[src/rtl/fmul_pkg.sv]
package fmul_pkg;
  localparam int DEF_EXP_W = 8;
  localparam int DEF_FRC_W = 7;

  typedef enum logic [3:0] {
    ST_OK   = 4'b0000,
    ST_OVF  = 4'b0001,
    ST_UNF  = 4'b0010,
    ST_ZERO = 4'b0100
  } fmul_stat_e;
endpackage

[src/rtl/fmul_unpack.sv]
module fmul_unpack #(
  parameter int EXP_W = 8,
  parameter int FRC_W = 7,
  localparam int W  = 1 + EXP_W + FRC_W,
  localparam int MW = FRC_W + 1
) (
  input  logic             clk,
  input  logic             rst_n,
  input  logic             en_i,
  input  logic [W-1:0]     a_i,
  input  logic [W-1:0]     b_i,
  output logic             v_o,
  output logic             zero_o,
  output logic             sa_o,
  output logic             sb_o,
  output logic [EXP_W-1:0] ea_o,
  output logic [EXP_W-1:0] eb_o,
  output logic [MW-1:0]    ma_o,
  output logic [MW-1:0]    mb_o
);
  function automatic logic is_zero(input logic [W-1:0] x);
    return (x[W-2 -: EXP_W] == '0);
  endfunction

  logic any_zero;
  assign any_zero = is_zero(a_i) || is_zero(b_i);

  always_ff @(posedge clk or negedge rst_n) begin
    if (!rst_n) begin
      v_o    <= 1'b0;
      zero_o <= 1'b0;
      sa_o   <= 1'b0;
      sb_o   <= 1'b0;
      ea_o   <= '0;
      eb_o   <= '0;
      ma_o   <= '0;
      mb_o   <= '0;
    end else begin
      v_o    <= en_i;
      zero_o <= en_i && any_zero;
      if (en_i && !any_zero) begin
        sa_o <= a_i[W-1];
        sb_o <= b_i[W-1];
        ea_o <= a_i[W-2 -: EXP_W];
        eb_o <= b_i[W-2 -: EXP_W];
        ma_o <= {1'b1, a_i[FRC_W-1:0]};
        mb_o <= {1'b1, b_i[FRC_W-1:0]};
      end else begin
        sa_o <= 1'b0;
        sb_o <= 1'b0;
        ea_o <= '0;
        eb_o <= '0;
        ma_o <= '0;
        mb_o <= '0;
      end
    end
  end
endmodule

[src/rtl/fmul_core.sv]
module fmul_core #(
  parameter int EXP_W = 8,
  parameter int FRC_W = 7,
  localparam int MW   = FRC_W + 1,
  localparam int PW   = 2 * MW,
  localparam int XW   = EXP_W + 2,
  localparam int BIAS = (1 << (EXP_W - 1)) - 1
) (
  input  logic             clk,
  input  logic             rst_n,
  input  logic             v_i,
  input  logic             zero_i,
  input  logic             sa_i,
  input  logic             sb_i,
  input  logic [EXP_W-1:0] ea_i,
  input  logic [EXP_W-1:0] eb_i,
  input  logic [MW-1:0]    ma_i,
  input  logic [MW-1:0]    mb_i,
  output logic             v_o,
  output logic             zero_o,
  output logic             sgn_o,
  output logic             sgn_flg_o,
  output logic [XW-1:0]    exp_o,
  output logic             exp_flg_o,
  output logic [PW-1:0]    prod_o,
  output logic             mant_flg_o
);
  function automatic logic [XW-1:0] exp_sum(input logic [EXP_W-1:0] x,
                                            input logic [EXP_W-1:0] y);
    logic [XW-1:0] xe, ye;
    xe = {2'b00, x};
    ye = {2'b00, y};
    return xe + ye - XW'(BIAS);
  endfunction

  function automatic logic [PW-1:0] mant_mul(input logic [MW-1:0] x,
                                             input logic [MW-1:0] y);
    return PW'(x) * PW'(y);
  endfunction

  logic do_calc;
  assign do_calc = v_i && !zero_i;

  always_ff @(posedge clk or negedge rst_n) begin
    if (!rst_n) begin
      v_o        <= 1'b0;
      zero_o     <= 1'b0;
      sgn_o      <= 1'b0;
      sgn_flg_o  <= 1'b0;
      exp_o      <= '0;
      exp_flg_o  <= 1'b0;
      prod_o     <= '0;
      mant_flg_o <= 1'b0;
    end else begin
      v_o        <= v_i;
      zero_o     <= v_i && zero_i;
      sgn_o      <= sa_i ^ sb_i;
      sgn_flg_o  <= v_i;
      exp_flg_o  <= do_calc;
      mant_flg_o <= do_calc;
      exp_o      <= do_calc ? exp_sum(ea_i, eb_i) : '0;
      prod_o     <= do_calc ? mant_mul(ma_i, mb_i) : '0;
    end
  end
endmodule

[src/rtl/fmul_pack.sv]
module fmul_pack
  import fmul_pkg::*;
#(
  parameter int EXP_W = 8,
  parameter int FRC_W = 7,
  localparam int W    = 1 + EXP_W + FRC_W,
  localparam int MW   = FRC_W + 1,
  localparam int PW   = 2 * MW,
  localparam int XW   = EXP_W + 2,
  localparam int EMAX = (1 << EXP_W) - 1
) (
  input  logic          clk,
  input  logic          rst_n,
  input  logic          v_i,
  input  logic          zero_i,
  input  logic          sgn_i,
  input  logic          sgn_flg_i,
  input  logic [XW-1:0] exp_i,
  input  logic          exp_flg_i,
  input  logic [PW-1:0] prod_i,
  input  logic          mant_flg_i,
  output logic [W-1:0]  res_o,
  output logic [3:0]    stat_o,
  output logic          vld_o
);
  function automatic logic [FRC_W-1:0] norm_frac(input logic [PW-1:0] p);
    return p[PW-1] ? p[PW-2 -: FRC_W] : p[PW-3 -: FRC_W];
  endfunction

  function automatic logic [XW-1:0] norm_exp(input logic [XW-1:0] e,
                                             input logic [PW-1:0] p);
    return e + XW'(p[PW-1]);
  endfunction

  logic          all_flg;
  logic [XW-1:0] e_fin;
  logic          unf, ovf;
  logic [W-1:0]  res_d;
  fmul_stat_e    stat_d;

  assign all_flg = sgn_flg_i && exp_flg_i && mant_flg_i;
  assign e_fin   = norm_exp(exp_i, prod_i);
  assign unf     = e_fin[XW-1] || (e_fin == '0);
  assign ovf     = !e_fin[XW-1] && (e_fin >= XW'(EMAX));

  always_comb begin
    res_d  = '0;
    stat_d = ST_ZERO;
    if (!zero_i && all_flg) begin
      if (unf) begin
        stat_d = ST_UNF;
      end else if (ovf) begin
        stat_d = ST_OVF;
        res_d  = {sgn_i, {EXP_W{1'b1}}, {FRC_W{1'b0}}};
      end else begin
        stat_d = ST_OK;
        res_d  = {sgn_i, e_fin[EXP_W-1:0], norm_frac(prod_i)};
      end
    end
  end

  always_ff @(posedge clk or negedge rst_n) begin
    if (!rst_n) begin
      res_o  <= '0;
      stat_o <= 4'b0000;
      vld_o  <= 1'b0;
    end else begin
      vld_o <= v_i;
      if (v_i) begin
        res_o  <= res_d;
        stat_o <= stat_d;
      end
    end
  end
endmodule

[src/rtl/fmul_pipe.sv]
module fmul_pipe
  import fmul_pkg::*;
#(
  parameter int EXP_W = DEF_EXP_W,
  parameter int FRC_W = DEF_FRC_W,
  localparam int W    = 1 + EXP_W + FRC_W,
  localparam int MW   = FRC_W + 1,
  localparam int PW   = 2 * MW,
  localparam int XW   = EXP_W + 2
) (
  input  logic         clk,
  input  logic         rst_n,
  input  logic         en_i,
  input  logic [W-1:0] a_i,
  input  logic [W-1:0] b_i,
  output logic [W-1:0] res_o,
  output logic [3:0]   stat_o,
  output logic         vld_o
);
  logic             s1_valid, s1_zero, s1_sa, s1_sb;
  logic [EXP_W-1:0] s1_ea, s1_eb;
  logic [MW-1:0]    s1_ma, s1_mb;

  logic             s2_valid, s2_zero, s2_sign;
  logic             sign_flag, exp_flag, mant_flag;
  logic [XW-1:0]    s2_exp;
  logic [PW-1:0]    s2_prod;

  fmul_unpack #(.EXP_W(EXP_W), .FRC_W(FRC_W)) u_st1 (
    .clk(clk), .rst_n(rst_n), .en_i(en_i), .a_i(a_i), .b_i(b_i),
    .v_o(s1_valid), .zero_o(s1_zero), .sa_o(s1_sa), .sb_o(s1_sb),
    .ea_o(s1_ea), .eb_o(s1_eb), .ma_o(s1_ma), .mb_o(s1_mb)
  );

  fmul_core #(.EXP_W(EXP_W), .FRC_W(FRC_W)) u_st2 (
    .clk(clk), .rst_n(rst_n), .v_i(s1_valid), .zero_i(s1_zero),
    .sa_i(s1_sa), .sb_i(s1_sb), .ea_i(s1_ea), .eb_i(s1_eb),
    .ma_i(s1_ma), .mb_i(s1_mb),
    .v_o(s2_valid), .zero_o(s2_zero), .sgn_o(s2_sign), .sgn_flg_o(sign_flag),
    .exp_o(s2_exp), .exp_flg_o(exp_flag), .prod_o(s2_prod), .mant_flg_o(mant_flag)
  );

  fmul_pack #(.EXP_W(EXP_W), .FRC_W(FRC_W)) u_st3 (
    .clk(clk), .rst_n(rst_n), .v_i(s2_valid), .zero_i(s2_zero),
    .sgn_i(s2_sign), .sgn_flg_i(sign_flag), .exp_i(s2_exp), .exp_flg_i(exp_flag),
    .prod_i(s2_prod), .mant_flg_i(mant_flag),
    .res_o(res_o), .stat_o(stat_o), .vld_o(vld_o)
  );
endmodule

[config.mk]
export PLATFORM = sky130hd
export DESIGN_NAME = fmul_pipe
export DESIGN_NICKNAME = d
export VERILOG_FILES = /design/src/rtl/fmul_pkg.sv /design/src/rtl/fmul_unpack.sv /design/src/rtl/fmul_core.sv /design/src/rtl/fmul_pack.sv /design/src/rtl/fmul_pipe.sv
export SDC_FILE = /design/constraint.sdc
export NUM_CORES = 1
export LEC_CHECK = 0
export ABC_CLOCK_PERIOD_IN_PS = 14400
export BUFFER_PORTS_ARGS = -buffer_cell sky130_fd_sc_hd__buf_2
export CAP_MARGIN = 20
export CELL_PAD_IN_SITES_DETAIL_PLACEMENT = 2
export CELL_PAD_IN_SITES_GLOBAL_PLACEMENT = 2
export CORE_MARGIN = 2
export CORE_UTILIZATION = 35
export CTS_CLUSTER_DIAMETER = 120
export CTS_CLUSTER_SIZE = 8
export DETAILED_ROUTE_END_ITERATION = 16
export PLACE_DENSITY_LB_ADDON = 0.12
export SLEW_MARGIN = 5
export SYNTH_ARGS = -nofsm -noshare
export SYNTH_HDL_FRONTEND = slang
export SYNTH_SLANG_ARGS = --single-unit
[constraint.sdc]
create_clock -name clk -period 14.4 [get_ports clk]
set_input_delay 0.72 -clock clk [delete_from_list [all_inputs] [get_ports clk]]
set_output_delay 0.72 -clock clk [all_outputs]
set_load 0.01 [all_outputs]
==> metrics.md, run 1 <==
| Metric | Value |
|---|---|
| Status | complete, no violations |
| Filler Cells Inserted | between 1500 and 2000 |
| Post-Synthesis Cells | 530 |
| Num CTS Buffers | 9 |
| Pins Over Slew Limit | 0 |
| Clk buf depth | 2 |
| Worst Tran Pin Value | 1.03 ns |
| CTS tree | yes |
| YS warnings | 0 |
| Slowest stage delay, CP | 0.59 ns |
| Relative slew slack | 30.4% |
| Synth Area per Inst | 10.2 um^2 |
| Unrepaired setup endpoints after global routing | no |
| # H-tree levels | 3 |
| Synth top area share | a little over a third |
| Ys flop type | dfrtp_1 |
| Final #Nets | 698 |
| Setup Crit Path Kind | reg2reg |
| Rows | 45 |
| Worst setup EP type | flip-flop |
| DP Area | 0.00586 mm^2 |
| Largest net degree at the start of global routing | 79 |
| Final min period | 4.90 ns |
| CP startpoint | u_st1.ma_o[7] |
| LEAKAGE | 3.08 nW |
| Clock Tree Root | clkbuf_16 |
| Crit path top cell by count | fa_1 |
| Core area | approximately 0.015 mm^2 |
| Die W | 129 um |
| Hold Vio Cnt, Final | 0 |
| Worst hold slack | between 0.4 and 0.5 ns |
| Synth Cell Area | 0.00543 mm^2 |
| CP Data Required Time | approximately 15 ns |
| DR iter-0 viols | 86 |
| Setup repair bufs after CTS | 0 |
| Worst flop-to-flop path endpoint | u_st2.prod_o[14] |
| PwrDens | 98.7 mW/mm^2 |
| # Max-Cap Violations | 0 |
| EDFF count, synth | 0 |
| WL final | 12200 um |
| Initial antenna violation count | 0 |
| Post-synthesis sequential area ratio | 36.0% |
| Area Growth Syn to Fin | 13.8% |
| Worst min-delay path category | reg2reg |
| CP endpoint | u_st2.prod_o[14] |
| Skew final | between 0.005 and 0.006 ns |
| Hold_sp | u_st1.v_o |
| GPL Wtd Cong | 0.765 |
| Hold_buf cts | 0 |
| Fmax | 204 MHz |
| Die height | between 100 and 150 um |
| #FFs+latches synth | 78 |
| Routed vias/inst | 5.02 |
| Ys async rst share | between 90% and 100% |
| Initial Util | roughly 36% |
| Clk slew on worst S/H paths | 0.06 ns |
| Top cells by area, synth | dfrtp_1 (36%), fa_1 (13%), ha_1 (10%) |
| Final setup TNS | 0 ns |
| I/O Pins | 56 |
| Post-route clock period utilization | about a third |
| Die area | 0.0165 mm^2 |
| GR Util All Layers | 15.8% |
| First-pass GRT wire length | 20800 um |
| Hpwl dp | 9990 um |
| Post-Syn Nets | about 650 |
| Vias in the first global route | 4286 |
| Cell breakdown of the critical path | nand2_1 > fa_1 > fa_1 > inv_1 > fa_1 > inv_1 > fa_1 > inv_1 > ha_1 > nand4_1 > nor4_1 > o211ai_1 > o21ai_0 > a21oi_1 > mux2i_1 |
| Antenna Violating Nets Remaining | 0 |
| Total gr overflow | 0 |
| Synth area leader | dfrtp_1 |
| ANT cells | 0 |
| Worst skew pair latency | between 0.3 and 0.4 ns |
| Critical-path maximum fanout | 15 |
| Layout cell share with drive strength beyond 1 | 12.9% |
| # clock sinks | 78 |
| Register-to-register path setup slack | 9.50 ns |
| First-pass detailed-route iteration total | 4 |
| IO buf count | 54 |
| FF-to-FF path depth | 15 |
| Max VDD drop | roughly 0.057 mV |
| Post-route DRC | 0 |
| Final setup violation count | 0 |
| Post-cts sizing count | 0 |
| Worst EP arrival | 5.12 ns |
| Worst Setup Start Kind | flip-flop |
| Max stage delay cell, worst path | dfrtp_1 |
| Synth cell types | 59 |
| Reg2reg start | u_st1.ma_o[7] |
| Per-cell routed wire length | 15.7 um |
| Final Cell Area | 0.00617 mm^2 |
| Via count | 3895 |
[synthesized netlist by cell type (all sizes together), types with 3 or more instances]
library cell	number
a21o	4
a21oi	15
and2	69
and3	20
buf	5
clkbuf	7
dfrtp	78
fa	36
ha	44
inv	68
mux2i	9
nand2	27
nand2b	6
nand3	7
nand4	5
nor2	18
nor3	17
nor3b	3
nor4	8
o21a	4
o21ai	10
o2bb2ai	10
o31ai	3
o32ai	8
xnor2	14
xor2	4
[per-layer routing]
| metal | track usage (%) | up-vias | routed length [um] |
|---|---|---|---|
| met4 | 4.80 | 0 | 147 |
| met5 | 0 | - | 0 |
| met1 | 21.5 | 1928 | 6120 |
| met2 | 25.6 | 65 | 5540 |
| li1 | - | 1891 | - |
| met3 | 3.16 | 11 | 381 |
[how the worst min path moves through the flow]
| stage | to | slack (ns) | cells past startpoint |
|---|---|---|---|
| after floorplan | u_st2.v_o | 0.37 | 0 |
| after global placement | u_st2.v_o | 0.43 | 0 |
| after detailed placement | u_st2.v_o | 0.43 | 0 |
| after CTS | u_st2.v_o | 0.47 | 0 |
| after global routing | u_st2.v_o | 0.48 | 0 |
| final | u_st2.v_o | 0.46 | 0 |
[final cells by class]
| cell class | instances | area [um^2] | share of cell area [%] |
|---|---|---|---|
| Inverter | 69 | 259 | 4.19 |
| Tap cell | 188 | 235 | 3.81 |
| Clock buffer | 10 | 229 | 3.71 |
| Sequential cell | 78 | 1950 | 31.6 |
| Clock inverter | 6 | 86.3 | 1.40 |
| Timing Repair Buffer | 54 | 273 | 4.42 |
| Multi-Input combinational cell | 371 | 3140 | 50.9 |
[sequential cells by signal, indices dropped and copies added (netlist names)]
register,flops
u_st3.res_o,16
u_st2.exp_o,10
u_st2.prod_o,9
u_st1.ea_o,8
u_st1.eb_o,8
u_st1.ma_o,8
u_st1.mb_o,7
u_st3.stat_o,3
u_st1.sa_o,1
u_st1.sb_o,1
u_st1.v_o,1
u_st1.zero_o,1
u_st2.mant_flg_o,1
u_st2.sgn_o,1
u_st2.v_o,1
u_st2.zero_o,1
u_st3.vld_o,1
[cells by family (layout without fill, tap and decap cells)]
| kind of cell | Yosys count | count (layout) | synth area share (%) |
|---|---|---|---|
| DFF | 78 | 78 | 36.0 |
| muxes | 9 | 9 | 1.66 |
| adders and majority gates | 80 | 80 | 23.4 |
| buffers and inverters | 81 | 139 | 6.16 |
| other | 1 | 1 | 0.0691 |
| xor gates and xnor gates | 18 | 18 | 2.91 |
| AOI/OAI and AO/OA | 72 | 72 | 9.78 |
| and+or+nand+nor | 191 | 191 | 20.0 |
[worst max-delay path, delay by kind of cell, from the launching register on]
kind,cells,cell delay (ns)
adder cells (fa/ha/maj),5,2.53
AND/OR/NAND/NOR,3,0.70
AO/OA/AOI/OAI,3,0.68
flip-flops,1,0.59
buffers and inverters,3,0.16
multiplexers,1,0.13
[power by group]
group          total (mW)  internal, mW  switching (mW)
Combinational       0.118        0.0506          0.0677
Clock               0.239         0.151          0.0874
Sequential          0.253         0.237          0.0156
[metrics by stage]
step	util [%]	setup slack, ns	power, mW	std cells
after floorplan	-	9.88	0.337	530
after global placement	38.5	9.67	0.372	760
after detailed placement	38.5	9.42	0.377	760
after CTS	40.6	9.41	0.621	776
after global routing	40.6	8.97	0.649	776
final	40.6	9.50	0.609	776
[layout by cell type, fill, tap and decap left out, types with 14 or more instances in the layout]
cell and n:
a21oi_1 15, ha_1 44, xnor2_1 14, fa_1 36
nor3_1 16, inv_1 68, dfrtp_1 78, buf_2 53
and3_1 19, and2_1 69, nor2_1 18, nand2_1 26
No activity file was read; power rests on OpenSTA's default activity.
==> run 2, diff against run 1 <==
--- a/config.mk
+++ b/config.mk
@@ -5,7 +5,7 @@
 export SDC_FILE = /design/constraint.sdc
 export NUM_CORES = 1
 export LEC_CHECK = 0
-export ABC_CLOCK_PERIOD_IN_PS = 14400
+export ABC_CLOCK_PERIOD_IN_PS = 4400
 export BUFFER_PORTS_ARGS = -buffer_cell sky130_fd_sc_hd__buf_2
 export CAP_MARGIN = 20
 export CELL_PAD_IN_SITES_DETAIL_PLACEMENT = 2
==> constraint.sdc (replaced) <==
create_clock -name clk -period 4.4 [get_ports clk]
set_input_delay 0.22 -clock clk [delete_from_list [all_inputs] [get_ports clk]]
set_output_delay 0.22 -clock clk [all_outputs]
set_load 0.01 [all_outputs]
==> run 2 against run 1 <==
Total power grew to 3.3 times the previous value; clock skew about the same; flip-flop and latch count did not move; design area grew 5.8%; largest power group unchanged; critical path depth grew 2.
==> metrics.md, run 2 (synthesis gave the netlist of run 1 again) <==
| Metric | Value |
|---|---|
| Status | complete, no violations |
| Setup Crit Path Kind | reg2reg |
| Hold Vio Cnt, Final | 0 (unchanged) |
| Die area | 0.0165 mm^2 (unchanged) |
| Worst hold slack | 0.0848 ns (-0.371 ns) |
| Final setup violation count | 0 (unchanged) |
| Worst Tran Pin Value | 0.980 ns (-0.0470 ns) |
| I/O Pins | 56 (unchanged) |
| Worst Setup Start Kind | flip-flop |
| ANT cells | 0 (unchanged) |
| Largest net degree at the start of global routing | 79 (unchanged) |
| Rows | 45 (unchanged) |
| Total power | 2.01 mW (+230%) |
| Switching power | 0.586 mW (+240%) |
| FF-to-FF path depth | 17 (+2) |
| Die W | 129 um (unchanged) |
| Max VDD drop | 0.197 mV (+250%) |
| # Max-Cap Violations | 0 (unchanged) |
| Most frequent cells in the layout | dfrtp_1 (71), inv_1 (66), and2_1 (64), buf_2 (53), ha_1 (40) |
| LEAKAGE | 3.22 nW (+4.5%) |
| Seq pwr share | 41.2% (-0.2 points) |
| Fin cells | 806 (+3.9%) |
| Max reg flops | 16 (unchanged) |
| Die height | 129 um (unchanged) |
| # clock sinks | 78 (unchanged) |
| Post-route DRC | 0 (unchanged) |
| Hold Path Cell Cnt | 2 (+2) |
| Post-route clock period utilization | 96.7% (+63 points) |
| Fmax | 235 MHz (+15%) |
| Worst skew pair latency | 0.34 ns (about the same) |
| Critical-path maximum fanout | 7 (-8) |
| Reg2reg start | u_st1.ma_o[2] |
| Hpwl dp | 10600 um (+6.5%) |
| Core area | 0.0152 mm^2 (unchanged) |
| PwrDens | 307 mW/mm^2 (+210%) |
| Switching Fraction | 29.2% (+1.2 points) |
| Final Util | 43.0% (+2.4 points) |
| CP startpoint | u_st1.ma_o[2] |
| GPL Wtd Cong | 0.796 (+4.0%) |
| IO buf count | 54 (unchanged) |
| DR iter-0 viols | 86 (unchanged) |
| Initial antenna violation count | 0 (unchanged) |
| First-pass detailed-route iteration total | 4 (unchanged) |
| Logic pwr share | 22.7% (+3.3 points) |
| Clk buf depth | 2 (unchanged) |
| GR Util All Layers | 17.5% (+1.6 points) |
| Via count | 4045 (+3.9%) |
| Per-cell routed wire length | 17.5 um (+12%) |
| Total gr overflow | 0 (unchanged) |
| Skew final | 0.00568 ns (+0.000315 ns) |
| CP Data Required Time | 4.60 ns (-10.02 ns) |
| Hold_sp | b_i[0] |
| Most common cell after layout, fill and taps aside | dfrtp_1 |
| WL final | 14100 um (+16%) |
| Clk slew on worst S/H paths | 0.06 ns (about the same) |
| Num CTS Buffers | 9 (unchanged) |
| Layout cell share with drive strength beyond 1 | 21.8% (+8.9 points) |
| Pins Over Slew Limit | 0 (unchanged) |
| Top Registers | u_st3.res_o x16, u_st2.exp_o x10, u_st2.prod_o x9 |
| Top reg by flops | u_st3.res_o |
| Placed cell count | 771 (+1.4%) |
| Final #Nets | 728 (+4.3%) |
| Final min period | 4.25 ns (-0.650 ns) |
| Routed vias/inst | 5.02 (about the same) |
| First-pass GRT wire length | 22900 um (+9.9%) |
| Antenna Violating Nets Remaining | 0 (unchanged) |
| Relative slew slack | 33.6% (+3.2 points) |
| Part of the power in the clock network | 36.1% (-3.1 points) |
| Worst EP arrival | 4.45 ns (-0.67 ns) |
| CTS tree | yes |
| Vias in the first global route | 4583 (+6.9%) |
| Clock Tree Root | clkbuf_16 |
| Worst min-delay path category | in2reg |
| # H-tree levels | 3 (unchanged) |
| Worst setup EP type | flip-flop |
| Area Growth Syn to Fin | 20.4% |
| Initial Util | 35.7% (unchanged) |
| Cell Int Power | 1.42 mW (+220%) |
-- run 2: changes by cell type in the layout (fill, tap and decap cells not counted), moves of 5 or more --
cell     delta
and2_4      +5
buf_4      +27
and2_1      -5
dfrtp_2     +7
dfrtp_1     -7
-- run 2: final cells by class --
type                       count  area [um^2]
tap                          188          235
multi-input combinational    371         3260
timing repair buffer          84          524
sequential                    78         1960
fill                        1632         8670
clock inverter                 5         60.1
clock buffer                  11          233
inverter                      69          259
-- run 2: worst max-delay path, stage by stage, from the launching register on --
cell and delay [ns]:
dfrtp_2 0.45, buf_6 0.12, nand2_2 0.05, fa_1 0.50, fa_1 0.51, inv_1 0.05
fa_1 0.47, inv_1 0.05, fa_1 0.49, inv_2 0.05, ha_4 0.28, nand4_1 0.11
nor4_2 0.22, o211ai_1 0.18, buf_4 0.18, a21oi_4 0.18, o21a_1 0.17, nor3_2 0.04
-- run 2: timing repair --
item                                    in CTS  in global routing
hold endpoints to repair                     0                 28
resized for setup                           19                 15
hold buffers                                 0                  1
pin swaps                                   10                 28
endpoints found under the setup margin       6                  7
buffers inserted                             8                 10
-- run 2: power by group through the flow --
stage	registers (mW)	clock network (mW)	logic [mW]
2_1_floorplan	0.831	0	0.272
3_3_place_gp	0.834	0	0.394
3_5_place_dp	0.839	0	0.410
4_1_cts	0.826	0.745	0.437
5_1_grt	0.835	0.774	0.520
6_report	0.827	0.724	0.455
-- run 2: worst paths after layout --
check                                   end  slack (ns)
setup / recovery           u_st2.prod_o[12]        0.15
hold / removal                u_st1.mb_o[0]        0.08
setup reg to reg           u_st2.prod_o[12]        0.15
hold reg to reg                   u_st2.v_o        0.44
max in group asynchronous     u_st1.mb_o[4]        3.45
min in group asynchronous   u_st3.res_o[10]        0.35
-- run 2: layer usage --
layer	track usage, %	wire length (um)
met2	30.3	7020
met3	3.24	380
met5	0	0
met4	3.84	156
met1	22.8	6590
-- run 2: metrics by stage --
step / instance area (um^2) / setup slack [ns] / TNS [ns]
after global routing: 6530 / -0.0222 / -0.0354
final: 6530 / 0.147 / 0
after CTS: 6370 / -0.00652 / -0.0106
after global placement: 5950 / 0.0402 / 0
after detailed placement: 5950 / -0.114 / -0.338
after floorplan: 5430 / 0.0323 / 0
==> run 3, diff against run 2 <==
--- a/config.mk
+++ b/config.mk
@@ -5,10 +5,10 @@
 export SDC_FILE = /design/constraint.sdc
 export NUM_CORES = 1
 export LEC_CHECK = 0
-export ABC_CLOCK_PERIOD_IN_PS = 4400
+export ABC_CLOCK_PERIOD_IN_PS = 5100
 export BUFFER_PORTS_ARGS = -buffer_cell sky130_fd_sc_hd__buf_2
 export CAP_MARGIN = 20
-export CELL_PAD_IN_SITES_DETAIL_PLACEMENT = 2
+export CELL_PAD_IN_SITES_DETAIL_PLACEMENT = 1
 export CELL_PAD_IN_SITES_GLOBAL_PLACEMENT = 2
 export CORE_MARGIN = 2
 export CORE_UTILIZATION = 35
@@ -16,7 +16,6 @@
 export CTS_CLUSTER_SIZE = 8
 export DETAILED_ROUTE_END_ITERATION = 16
 export PLACE_DENSITY_LB_ADDON = 0.12
-export SLEW_MARGIN = 5
 export SYNTH_ARGS = -nofsm -noshare
 export SYNTH_HDL_FRONTEND = slang
 export SYNTH_SLANG_ARGS = --single-unit
==> constraint.sdc (replaced) <==
create_clock -name clk -period 5.1 [get_ports clk]
set_input_delay 0.255 -clock clk [delete_from_list [all_inputs] [get_ports clk]]
set_output_delay 0.255 -clock clk [all_outputs]
set_load 0.01 [all_outputs]
==> run 3 against run 2 <==
Non-clock buffer count decreased by 29; sequential power decreased by 14%; final cell count decreased by 3.6%; largest cell class unchanged; total power decreased by 17%.
==> metrics.md, run 3 (synthesis gave the netlist of run 1 again) <==
| Metric | Value |
|---|---|
| Status | complete, no violations |
| Num CTS Buffers | 9 (unchanged) |
| Most frequent cells in the layout | dfrtp_1 (77), and2_1 (69), inv_1 (68), buf_2 (53), ha_1 (44) |
| First-pass detailed-route iteration total | 4 (unchanged) |
| Top reg by flops | u_st3.res_o |
| Max VDD drop | 0.162 mV (-18%) |
| Worst Setup Start Kind | flip-flop |
| Clk buf depth | 2 (unchanged) |
| Setup Crit Path Kind | reg2reg |
| Filler Cells Inserted | 1743 (+6.8%) |
| IO buf count | 54 (unchanged) |
| I/O Pins | 56 (unchanged) |
| Routed vias/inst | 4.84 (-3.7%) |
| Worst skew pair latency | 0.34 ns (about the same) |
| Total gr overflow | 0 (unchanged) |
| Final min period | 4.61 ns (+0.356 ns) |
| Reg area | 0.00195 mm^2 (-0.38%) |
| CP Data Required Time | 5.36 ns (+0.76 ns) |
| Antenna Violating Nets Remaining | 0 (unchanged) |
| Worst hold slack | 0.0294 ns (-0.0554 ns) |
| Hpwl dp | 9060 um (-15%) |
| Fmax | 217 MHz (-7.7%) |
| Critical-path maximum fanout | 15 (+8) |
| Per-cell routed wire length | 14.2 um (-19%) |
| Fin cells | 777 (-3.6%) |
| # clock sinks | 78 (unchanged) |
| Hold Vio Cnt, Final | 0 (unchanged) |
| Worst EP arrival | 4.87 ns (+0.42 ns) |
| CTS tree | yes |
| PwrDens | 271 mW/mm^2 (-12%) |
| Worst setup EP type | flip-flop |
| Layout cell share with drive strength beyond 1 | 13.2% (-8.6 points) |
| Rows | 45 (unchanged) |
| Unrepaired setup endpoints after global routing | no |
| Core area | 0.0152 mm^2 (unchanged) |
| # H-tree levels | 3 (unchanged) |
| Via count | 3757 (-7.1%) |
| Reg2reg start | u_st1.ma_o[7] |
| Die W | 129 um (unchanged) |
| Total power | 1.67 mW (-17%) |
| WL final | 11000 um (-22%) |
| Post-route clock period utilization | 90.4% (-6.3 points) |
| Worst min-delay path category | in2async |
| GPL Wtd Cong | 0.773 (-2.9%) |
| LEAKAGE | 3.07 nW (-4.5%) |
| Die area | 0.0165 mm^2 (unchanged) |
| DR iter-0 viols | 74 (-14%) |
| Initial Util | 35.7% (unchanged) |
| Worst Tran Pin Value | 0.993 ns (+0.0123 ns) |
| ANT cells | 0 (unchanged) |
| GR Util All Layers | 14.4% (-3.0 points) |
| Most common cell after layout, fill and taps aside | dfrtp_1 |
| Pins Over Slew Limit | 0 (unchanged) |
| Clk slew on worst S/H paths | 0.06 ns (about the same) |
| Register-to-register path setup slack | 0.49 ns (+0.34 ns) |
| First-pass GRT wire length | 18900 um (-17%) |
| Vias in the first global route | 3891 (-15%) |
| FF-to-FF path depth | 15 (-2) |
| Largest net degree at the start of global routing | 79 (unchanged) |
| Max reg flops | 16 (unchanged) |
| Post-route DRC | 0 (unchanged) |
| Clock Tree Root | clkbuf_16 |
| Skew final | 0.00654 ns (+0.000864 ns) |
| Final #Nets | 699 (-4.0%) |
| # Max-Cap Violations | 0 (unchanged) |
| Die height | 129 um (unchanged) |
| Final setup TNS | 0 ns (unchanged) |
| Final setup violation count | 0 (unchanged) |
| Area Growth Syn to Fin | 13.7% |
| Worst flop-to-flop path endpoint | u_st2.prod_o[14] |
| Top Registers | u_st3.res_o x16, u_st2.exp_o x10, u_st2.prod_o x9 |
| Setup repair bufs after CTS | 0 (-8) |
| Multi-input gate area | 0.00314 mm^2 (-3.7%) |
| Initial antenna violation count | 0 (unchanged) |
| Relative slew slack | 32.8% (-0.83 points) |
| Placed cell count | 761 (-1.3%) |
-- run 3: metal layers --
| layer | GRT usage, % | share of wire [%] | vias up | wire, um |
|---|---|---|---|---|
| li1 | - | - | 1901 | - |
| met1 | 20.9 | 53 | 1780 | 5800 |
| met2 | 21.7 | 43 | 66 | 4700 |
| met3 | 3.20 | 3.4 | 10 | 375 |
| met4 | 4.41 | 1.3 | 0 | 140 |
| met5 | 0 | 0 | - | 0 |
-- run 3: what timing repair did --
action | 4_1_cts | 5_1_grt
gates resized for setup | 0 | 1
hold buffers | 0 | 0
endpoints found under the setup margin | 0 | 1
-- run 3: worst max path at each step --
stage | to | slack, ns | depth (start not counted) | from
after floorplan | u_st2.prod_o[14] | 0.58 | 16 | u_st1.ma_o[7]
after detailed placement | u_st2.prod_o[14] | 0.33 | 15 | u_st1.ma_o[7]
after global placement | u_st2.prod_o[14] | 0.44 | 15 | u_st1.ma_o[7]
final | u_st2.prod_o[14] | 0.49 | 15 | u_st1.ma_o[7]
after global routing | u_st2.prod_o[14] | 0.08 | 15 | u_st1.ma_o[7]
after CTS | u_st2.prod_o[14] | 0.32 | 15 | u_st1.ma_o[7]
-- run 3: area by class of cell --
cell class / instances / share of cell area (%)
clock buffer: 11 / 3.93
inverter: 69 / 4.20
timing repair buffer: 55 / 4.54
multi-input combinational: 371 / 50.9
sequential: 78 / 31.7
tap: 188 / 3.81
clock inverter: 5 / 0.953
-- run 3: stage by stage --
stage               area, um^2  setup slack (ns)  utilization [%]
floorplan                 5430             0.584                -
global placement          5870             0.441             38.6
detailed placement        5870             0.328             38.6
CTS                       6170             0.315             40.6
global route              6170            0.0824             40.6
finish                    6170             0.491             40.6
-- run 3: worst max-delay path, cell delays in order (launching register included) --
cell      delay (ns)
dfrtp_2         0.48
nand2_1         0.11
fa_1            0.52
fa_1            0.54
inv_1           0.06
fa_1            0.53
inv_1           0.05
fa_1            0.53
inv_1           0.04
ha_1            0.35
a21oi_1         0.23
o221ai_1        0.18
o211ai_1        0.31
o21ai_0         0.18
a21oi_1         0.21
mux2i_1         0.22
-- run 3: power by group --
group | total, mW | internal (mW) | switching [mW]
Combinational | 0.326 | 0.142 | 0.185
Clock | 0.635 | 0.392 | 0.243
Sequential | 0.712 | 0.669 | 0.0431
Total | 1.67 | 1.20 | 0.471
